[src/rtl/lcopy_pkg.sv]
package lcopy_pkg;
    // register indices
    localparam logic [2:0] RA_SRC = 3'd0;
    localparam logic [2:0] RA_DST = 3'd1;
    localparam logic [2:0] RA_NTF = 3'd2;
    localparam logic [2:0] RA_LEN = 3'd3;
    localparam logic [2:0] RA_CTL = 3'd4;

    // control / status bit positions
    localparam int GO_BIT     = 23;
    localparam int MODE_LSB   = 24;
    localparam int OVR_BIT    = 30;
    localparam int ACT_BIT    = 31;

    // notification word layout
    localparam int NW_ERR_BIT = 63;
    localparam int NW_CNT_LSB = 16;
    localparam int NW_CODE_W  = 8;
    localparam int NOTE_ALIGN = 3;
    localparam int REG_W      = 64;

    typedef enum logic [2:0] {
        S_IDLE, S_RD_REQ, S_RD_WAIT, S_WR_REQ, S_WR_WAIT, S_NT_REQ, S_NT_WAIT
    } seq_state_e;
endpackage

[src/rtl/lcopy_regs.sv]
module lcopy_regs
    import lcopy_pkg::*;
#(
    parameter int AW       = 40,
    parameter int LEN_W    = 16,
    parameter int MODE_W   = 8,
    parameter int OFS_W    = 6,
    parameter bit COMBINED = 1'b1
) (
    input  logic              clk,
    input  logic              rst_n,
    input  logic              we,
    input  logic [2:0]        addr,
    input  logic [REG_W-1:0]  wdata,
    input  logic              active,
    output logic [REG_W-1:0]  rdata,
    output logic [AW-1:0]     src_o,
    output logic [AW-1:0]     dst_o,
    output logic [AW-1:0]     ntf_o,
    output logic              start_o,
    output logic [LEN_W-1:0]  start_cnt_o,
    output logic              ovr_o
);
    localparam logic [AW-1:0] LINE_MSK = {{(AW-OFS_W){1'b1}}, {OFS_W{1'b0}}};
    localparam logic [AW-1:0] NOTE_MSK = {{(AW-NOTE_ALIGN){1'b1}}, {NOTE_ALIGN{1'b0}}};

    typedef struct packed {
        logic [AW-1:0]     src;
        logic [AW-1:0]     dst;
        logic [AW-1:0]     ntf;
        logic [LEN_W-1:0]  cnt;
        logic [MODE_W-1:0] mode;
        logic              ovr;
    } rf_t;

    rf_t r_d, r_q;

    logic              ctl_go;
    logic [LEN_W-1:0]  ctl_cnt;
    logic [MODE_W-1:0] ctl_mode;
    logic              len_wr_ok;
    logic              go_req;

    // start-command decode chosen by variant
    if (COMBINED) begin : g_comb
        assign ctl_go    = wdata[GO_BIT];
        assign ctl_cnt   = wdata[LEN_W-1:0];
        assign ctl_mode  = wdata[MODE_LSB +: MODE_W];
        assign len_wr_ok = 1'b0;
    end else begin : g_split
        assign ctl_go    = 1'b1;
        assign ctl_cnt   = r_q.cnt;
        assign ctl_mode  = wdata[MODE_W-1:0];
        assign len_wr_ok = 1'b1;
    end

    always_comb begin
        r_d    = r_q;
        go_req = 1'b0;
        if (we) begin
            case (addr)
                RA_SRC: r_d.src = wdata[AW-1:0] & LINE_MSK;
                RA_DST: r_d.dst = wdata[AW-1:0] & LINE_MSK;
                RA_NTF: r_d.ntf = wdata[AW-1:0] & NOTE_MSK;
                RA_LEN: if (len_wr_ok) r_d.cnt = wdata[LEN_W-1:0];
                RA_CTL: go_req = ctl_go;
                default: ;
            endcase
        end
        start_o     = go_req && !active;
        start_cnt_o = ctl_cnt;
        if (go_req && active) r_d.ovr = 1'b1;
        if (start_o) begin
            r_d.mode = ctl_mode;
            r_d.cnt  = ctl_cnt;
        end
    end

    always_ff @(posedge clk) begin
        if (!rst_n) r_q <= '0;
        else        r_q <= r_d;
    end

    always_comb begin
        rdata = '0;
        case (addr)
            RA_SRC: rdata[AW-1:0] = r_q.src;
            RA_DST: rdata[AW-1:0] = r_q.dst;
            RA_NTF: rdata[AW-1:0] = r_q.ntf;
            RA_LEN: begin
                rdata[LEN_W-1:0] = r_q.cnt;
                rdata[OVR_BIT]   = r_q.ovr;
                rdata[ACT_BIT]   = active;
            end
            RA_CTL: rdata[MODE_W-1:0] = r_q.mode;
            default: ;
        endcase
    end

    assign src_o = r_q.src;
    assign dst_o = r_q.dst;
    assign ntf_o = r_q.ntf;
    assign ovr_o = r_q.ovr;
endmodule

[src/rtl/lcopy_seq.sv]
module lcopy_seq
    import lcopy_pkg::*;
#(
    parameter int AW         = 40,
    parameter int LB         = 512,
    parameter int LEN_W      = 16,
    parameter int LINE_BYTES = 64
) (
    input  logic                 clk,
    input  logic                 rst_n,
    input  logic                 start,
    input  logic [AW-1:0]        src_in,
    input  logic [AW-1:0]        dst_in,
    input  logic [AW-1:0]        ntf_in,
    input  logic [LEN_W-1:0]     cnt_in,
    output logic                 active,
    output logic                 req_valid,
    input  logic                 req_ready,
    output logic                 req_we,
    output logic                 req_word,
    output logic [AW-1:0]        req_addr,
    output logic [LB-1:0]        req_wdata,
    input  logic                 rsp_valid,
    input  logic                 rsp_err,
    input  logic [NW_CODE_W-1:0] rsp_code,
    input  logic [LB-1:0]        rsp_rdata
);
    localparam logic [AW-1:0] STEP = AW'(LINE_BYTES);

    typedef struct packed {
        seq_state_e           state;
        logic [AW-1:0]        src;
        logic [AW-1:0]        dst;
        logic [AW-1:0]        ntf;
        logic [LEN_W-1:0]     left;
        logic [LEN_W-1:0]     done;
        logic [LB-1:0]        line;
        logic                 err;
        logic [NW_CODE_W-1:0] code;
    } sq_t;

    sq_t s_d, s_q;
    logic [REG_W-1:0] note_word;

    always_comb begin
        note_word = '0;
        note_word[NW_ERR_BIT] = s_q.err;
        note_word[NW_CNT_LSB +: LEN_W] = s_q.done;
        if (s_q.err) note_word[NW_CODE_W-1:0] = s_q.code;
        else         note_word[0] = 1'b1;
    end

    always_comb begin
        s_d = s_q;
        case (s_q.state)
            S_IDLE: if (start) begin
                s_d.src   = src_in;
                s_d.dst   = dst_in;
                s_d.ntf   = ntf_in;
                s_d.left  = cnt_in;
                s_d.done  = '0;
                s_d.err   = 1'b0;
                s_d.code  = '0;
                s_d.state = (cnt_in == '0) ? S_NT_REQ : S_RD_REQ;
            end
            S_RD_REQ: if (req_ready) s_d.state = S_RD_WAIT;
            S_RD_WAIT: if (rsp_valid) begin
                if (rsp_err) begin
                    s_d.err   = 1'b1;
                    s_d.code  = rsp_code;
                    s_d.state = S_NT_REQ;
                end else begin
                    s_d.line  = rsp_rdata;
                    s_d.state = S_WR_REQ;
                end
            end
            S_WR_REQ: if (req_ready) s_d.state = S_WR_WAIT;
            S_WR_WAIT: if (rsp_valid) begin
                if (rsp_err) begin
                    s_d.err   = 1'b1;
                    s_d.code  = rsp_code;
                    s_d.state = S_NT_REQ;
                end else begin
                    s_d.done  = s_q.done + 1'b1;
                    s_d.left  = s_q.left - 1'b1;
                    s_d.src   = s_q.src + STEP;
                    s_d.dst   = s_q.dst + STEP;
                    s_d.state = (s_q.left == LEN_W'(1)) ? S_NT_REQ : S_RD_REQ;
                end
            end
            S_NT_REQ: if (req_ready) s_d.state = S_NT_WAIT;
            S_NT_WAIT: if (rsp_valid) s_d.state = S_IDLE;
            default: s_d.state = S_IDLE;
        endcase
    end

    always_ff @(posedge clk) begin
        if (!rst_n) begin
            s_q       <= '0;
            s_q.state <= S_IDLE;
        end else begin
            s_q <= s_d;
        end
    end

    always_comb begin
        active    = (s_q.state != S_IDLE);
        req_valid = (s_q.state == S_RD_REQ) || (s_q.state == S_WR_REQ) || (s_q.state == S_NT_REQ);
        req_we    = (s_q.state == S_WR_REQ) || (s_q.state == S_NT_REQ);
        req_word  = (s_q.state == S_NT_REQ);
        case (s_q.state)
            S_RD_REQ: req_addr = s_q.src;
            S_WR_REQ: req_addr = s_q.dst;
            S_NT_REQ: req_addr = s_q.ntf;
            default:  req_addr = '0;
        endcase
        if (s_q.state == S_NT_REQ) req_wdata = {{(LB-REG_W){1'b0}}, note_word};
        else                       req_wdata = s_q.line;
    end
endmodule

[src/rtl/lcopy_engine.sv]
module lcopy_engine
    import lcopy_pkg::*;
#(
    parameter int ADDR_W         = 40,
    parameter int LINE_BYTES     = 64,
    parameter int LINE_BITS      = 512,
    parameter int LEN_W          = 16,
    parameter int MODE_W         = 8,
    parameter bit COMBINED_START = 1'b1
) (
    input  logic                  clk,
    input  logic                  rst_n,
    input  logic                  reg_we,
    input  logic [2:0]            reg_addr,
    input  logic [63:0]           reg_wdata,
    output logic [63:0]           reg_rdata,
    output logic                  mem_req_valid,
    input  logic                  mem_req_ready,
    output logic                  mem_req_we,
    output logic                  mem_req_word,
    output logic [ADDR_W-1:0]     mem_req_addr,
    output logic [LINE_BITS-1:0]  mem_req_wdata,
    input  logic                  mem_rsp_valid,
    input  logic                  mem_rsp_err,
    input  logic [7:0]            mem_rsp_code,
    input  logic [LINE_BITS-1:0]  mem_rsp_rdata
);
    localparam int OFS_W = $clog2(LINE_BYTES);

    logic               eng_active;
    logic               ovr_flag;
    logic               start;
    logic [ADDR_W-1:0]  src_a, dst_a, ntf_a;
    logic [LEN_W-1:0]   start_cnt;

    lcopy_regs #(
        .AW(ADDR_W), .LEN_W(LEN_W), .MODE_W(MODE_W),
        .OFS_W(OFS_W), .COMBINED(COMBINED_START)
    ) u_regs (
        .clk(clk), .rst_n(rst_n), .we(reg_we), .addr(reg_addr),
        .wdata(reg_wdata), .active(eng_active), .rdata(reg_rdata),
        .src_o(src_a), .dst_o(dst_a), .ntf_o(ntf_a),
        .start_o(start), .start_cnt_o(start_cnt), .ovr_o(ovr_flag)
    );

    lcopy_seq #(
        .AW(ADDR_W), .LB(LINE_BITS), .LEN_W(LEN_W), .LINE_BYTES(LINE_BYTES)
    ) u_seq (
        .clk(clk), .rst_n(rst_n), .start(start),
        .src_in(src_a), .dst_in(dst_a), .ntf_in(ntf_a), .cnt_in(start_cnt),
        .active(eng_active),
        .req_valid(mem_req_valid), .req_ready(mem_req_ready),
        .req_we(mem_req_we), .req_word(mem_req_word),
        .req_addr(mem_req_addr), .req_wdata(mem_req_wdata),
        .rsp_valid(mem_rsp_valid), .rsp_err(mem_rsp_err),
        .rsp_code(mem_rsp_code), .rsp_rdata(mem_rsp_rdata)
    );
endmodule

[config.mk]
export PLATFORM = sky130hd
export DESIGN_NAME = lcopy_engine
export DESIGN_NICKNAME = d
export VERILOG_FILES = /design/src/rtl/lcopy_pkg.sv /design/src/rtl/lcopy_regs.sv /design/src/rtl/lcopy_seq.sv /design/src/rtl/lcopy_engine.sv
export SDC_FILE = /design/constraint.sdc
export NUM_CORES = 2
export LEC_CHECK = 0
export BUFFER_PORTS_ARGS = -buffer_cell sky130_fd_sc_hd__buf_4
export CORE_AREA = 8 8 471 473
export CTS_CLUSTER_SIZE = 25
export DETAILED_ROUTE_END_ITERATION = 10
export DIE_AREA = 0 0 479 481
export REMOVE_ABC_BUFFERS = 1
export SYNTH_ARGS = -nofsm -noshare
export SYNTH_HDL_FRONTEND = slang
export SYNTH_SLANG_ARGS = --single-unit
[constraint.sdc]
create_clock -name clk -period 7.88 [get_ports clk]
set_input_delay 1.97 -clock clk [delete_from_list [all_inputs] [get_ports clk]]
set_output_delay 1.97 -clock clk [all_outputs]
set_load 0.01 [all_outputs]
* Yosys cells after proc, flatten, opt, wreduce, memory -nomap -nowiden *
Index checks and enable logic that the tools add are counted.

storage, ports and cells
  register bits after elaboration = 803
  output and inout port bits = 619
  word-level logic and storage cells = 93

cells by class
  $add $sub $neg = 4
  equality and inequality tests = 19
  muxes and demuxes = 34
  bitwise gates (word level) = 1
  reductions and logical operators = 20

operator list
  kind                     number
  $mux W512                1
  $pmux W80 S2             1
  $mux W155                1
  $pmux W40 S3             1
  $mux W83                 1
  $add A40 B7 Y40 const B  2
  $mux W80                 1
  $mux W32                 2
  $pmux W32 S2             1
  $pmux W14 S3             1
  $pmux W8 S5              1
  $mux W9                  4
  $pmux W8 S4              1
  $mux W3                  9
  $pmux W9 S3              1
  $mux W24                 1
  $pmux W8 S3              1
  $pmux W3 S7              1
  $add A16 B1 Y16 const B  1
  $eq A16 B1 Y1 const B    1
  $logic_not A16 Y1        1
  $ne A2 B2 Y1 const B     8
  $sub A16 B1 Y16 const B  1
  $eq A3 B2 Y1 const B     4
  other kinds (16)         31

* Longest topological paths before layout *
  depth after elaboration = 6
  gate-level depth with buffers = 9
  mapped depth without buffers = 6

* Hierarchy *
A second synthesis with hierarchy kept.

unflattened totals
  cell total of the unflattened synthesis = 5004
  area, all modules = 37815.0 µm²

by module, submodules not included
  module      times used  cells an instance  area an instance (µm²)  seq. area each (µm²)
  lcopy_seq   1           4143               30519.3                 13533.0
  lcopy_regs  1           861                7295.7                  2602.5

* Worst setup path before layout *
No wires, ideal clock.

  path kind = in2out
  start point = input port reg_addr[0]
  end point = output port reg_rdata[19]
  arrival time = 3.291 ns
  required time = 5.910 ns
  setup slack = 2.619 ns
  cell stages on the path = 7
  buffers on the path = 3
  path through = buf_2 -> buf_1 -> buf_2 -> mux2i_1 -> nor2_1 -> a21oi_1 -> nor2_1

on the way
  longest elaborated chain between the ends = 2
  elaborated cells on any way between the ends = 4

ends and longest elaborated chain
  element                                     line                RTL
  start: declaration                          lcopy_engine.sv:14  input logic [2:0] reg_addr,
  $eq A3 B2 Y1, or another cell as far along  lcopy_regs.sv:86    case (addr)
  $pmux W14 S3 *                              lcopy_regs.sv:86
  end: declaration                            lcopy_engine.sv:16  output logic [63:0] reg_rdata,

Every way passes the cells marked *; elsewhere a longest branch is shown, timed or not.

* Worst setup path after layout *
  start point = input port reg_addr[1]
  end point = output port reg_rdata[16]

Same word-level chain as after synthesis.

==> results.toml <==
[logic_synthesis]
ys_seq_area_share_pct = 45.1
synth_top_area_share_pct = 45.1
synth_area_um2 = 35100
ys_ff_latch = 791
yosys-top-cells-count = "nand2_1 (1522), dfxtp_1 (791), a21oi_1 (780)"
async_flop_share_pct = 0
syn_inst = 4695
yosysMostFrequentCell = "nand2_1"
synth_edf_count = 0
synthFlopType = "dfxtp_1"
yosysUniqueCellTypes = 68
yosys-top-cells-area = "dfxtp_1 (45%), nand2_1 (16%), a21oi_1 (11%), and2_1 (9.4%), clkbuf_1 (2.8%)"
synth_warnings = 0
synth_largest_area_cell = "dfxtp_1"
avgSynthCellArea_um2 = 7.48

[sta]
period_share_pct = 85.7
setup_viol = 0
worst_pin_slew_ns = 1.33
rsz0062_at_grt = "no"
setup-tns-final_ns = 0
slew_viol_final = 0
finClkSkew_ns = 0.0399
fmax_mhz = 148
maxSlewHeadroom_pct = 11.2
min_period_ns = 6.75
finalHoldViolCount = 0

[global_routing]
grt_usage_pct = 17.7
grt_pass1_vias = 35300
use_met3_pct = 6.20
met2_usage_pct = 27.6
busiest_layer = "met2"
grt_max_degree = 202
grt_pass1_wl_mm = 293
grtUsageMet1_pct = 22.5
antenna_found_initial = 111
gr-total-overflow = 0

[drt]
via_count = 37300
dr.first_iter.drc_count = 3243
drc = 0
finalWirelength_mm = 218
wl_per_cell_um = 25.5
antenna_left = 0
first_pass_iters = 7
viasPerCell = 4.35

[setup_path]
r2r_start = "u_seq.s_q[675]$_SDFFE_PN0P_"
worstPathArrival_ns = 4.78
worstSetupPathType = "input port to output pin"
regToRegSetupSlack_ns = 4.22
crit_path_start_kind = "input port"
r2r_cells = 7
cp_max_fo = 45
critical_path_required_ns = 5.91
worstPathCellList = "buf_4 > nor2b_2 > buf_4 > a21oi_1 > nor2_1 > buf_4"
cpPeakStageDelay_ns = 1.12
critPathBufInv = 3
end_kind = "output pin"
rr_endpoint = "u_seq.note_word[31]$_SDFFE_PN0P_"
crit_path_frequent_cell = "buf_4"
crit_family = "simple AND/OR/NAND/NOR gates"
cpMaxStageDelayCell = "nor2b_2"

[clock_tree]
clock-root-buffer = "clkbuf_16"
htreeDepth = 3
cts_buffer_depth = 3
postCtsHoldBufs = 0
cts_made_buffers = 102
cts_resized = 0
cts_tree = "yes"
clock_latency_ns = 0.73
post-cts-setup-buffers = 0
path_clk_slew_ns = 0.06
cts.sinks = 791

[power]
power_density_nw_per_um2 = 190
power_frac_seq_pct = 42.7
power_frac_clock_pct = 51.6
p_int_mw = 7.15
pwr-share-comb_pct = 5.6
switching_share_pct = 24.5
finalPower_mw = 9.47
ir_worst_vdd_mv = 0.149
p_sw_mw = 2.32
leakagePower_nw = 19.1

[outcome]
status = "finished clean"

[hold_path]
hp-start = "u_seq.s_q[384]$_SDFFE_PN0P_"
hold_path_end = "u_seq.s_q[384]$_SDFFE_PN0P_"
hold_depth = 2
hold_path_class = "flop to flop"

[floorplan]
start_util_pct = 16.4
rows = 170
ios = 1212
dieWidth_um = 479
die_y_um = 481
die_area_um2 = 230000
coreArea_um2 = 214000

[layout]
drive_above_1_share_pct = 24.7
seqCellArea_um2 = 15800
nets = 6224
fin_cells = 8573
area_delta_synth_final_pct = 41.7
utilization_pct = 23.3
multi_input_area_um2 = 17700
fillCellCount = 23700

[place]
dp_cells = 8360
dp_hpwl_mm = 169
gp_congestion = 0.930
portBuffers = 1160

[run]
cap_violations = 0
==> final cells by class <==
cell class / count / area share, %
clock buffers: 144 / 5.82
well taps: 2838 / 7.13
clock inverters: 38 / 1.08
flip-flops and latches: 791 / 31.8
diodes: 31 / 0.156
repair buffers: 1201 / 18.4
inverters: 14 / 0.121
multi-input cells: 3516 / 35.5
==> how the worst max path moves through the flow <==
| stage | to | slack, ns | startpoint | cells after the start |
|---|---|---|---|---|
| final | reg_rdata[16] | 1.13 | reg_addr[1] | 6 |
| after global routing | reg_rdata[16] | 1.02 | reg_addr[1] | 6 |
| after CTS | reg_rdata[16] | 0.99 | reg_addr[1] | 6 |
| after detailed placement | reg_rdata[16] | 1.02 | reg_addr[1] | 6 |
| after global placement | reg_rdata[16] | 1.0 | reg_addr[1] | 6 |
| after floorplan | u_seq.s_q[100]$_SDFFE_PN0P_ | -9.21 | u_seq.s_q[674]$_SDFFE_PN0P_ | 4 |
==> cell families (layout without fill, tap and decap cells) <==
group / Yosys count / count (layout) / share of synthesized area (%)
AND/OR/NAND/NOR: 2353 / 2353 / 30.5
AO/OA/AOI/OAI: 1007 / 1007 / 15.4
flip-flops: 791 / 791 / 45.1
buffers and inverters: 414 / 1397 / 5.07
multiplexers: 76 / 76 / 2.53
XOR/XNOR: 48 / 48 / 1.20
adder cells (fa/ha/maj): 5 / 5 / 0.178
other: 1 / 58 / 0.0107
==> sequential cells by signal (all words and copies together) (netlist names) <==
signal / cells
u_regs.ovr_o: 1
u_seq.note_word: 17
u_regs.dst_o: 34
u_regs.ntf_o: 37
u_regs.src_o: 34
u_regs.r_q: 24
u_seq.s_q: 644
==> power groups by stage <==
stage,registers (mW),clock network (mW),logic (mW)
floorplan,4.13,0,0.145
global placement,4.13,0,0.527
detailed placement,4.14,0,0.530
CTS,4.05,5.05,0.532
global route,4.05,5.17,0.563
finish,4.05,4.89,0.533
==> metal layers <==
metal | wire length (um) | vias up
met3 | 20400 | 343
met4 | 8340 | 58
met2 | 97500 | 1627
met1 | 91600 | 18000
li1 | - | 17300
met5 | 387 | -
==> stage by stage <==
stage | hold WS, ns | worst slack, ns | cell area, um^2
3_5_place_dp | 0.442 | 1.02 | 46300
2_1_floorplan | 0.432 | -9.21 | 33500
6_report | 0.448 | 1.13 | 49800
4_1_cts | 0.450 | 0.988 | 49700
3_3_place_gp | 0.438 | 0.998 | 46300
5_1_grt | 0.465 | 1.02 | 49800
==> worst min-delay path, cell delays in order, from the launching register on <==
cell and delay (ns):
dfxtp_1 0.30, nand2_1 0.05, a21oi_1 0.05
==> cell usage in the layout, fill, tap and decap left out, types with 12 or more instances in the layout <==
master	instances
o211ai_1	15
clkbuf_1	23
clkinv_2	15
o22ai_1	39
a31oi_1	23
xnor2_1	15
a21oi_1	780
inv_1	12
a22oi_1	16
and3_1	20
mux2i_1	64
nor2_1	99
clkbuf_8	19
nand3_1	39
clkbuf_16	102
or4_1	13
nor2b_1	15
buf_4	1190
o21ai_0	71
and2_1	528
diode_2	31
o2111ai_1	14
xor2_1	33
conb_1	27
dfxtp_1	789
nand4_1	29
or3_1	19
nor3_1	19
nand2_1	1521
(Power assumes the default switching activity.)
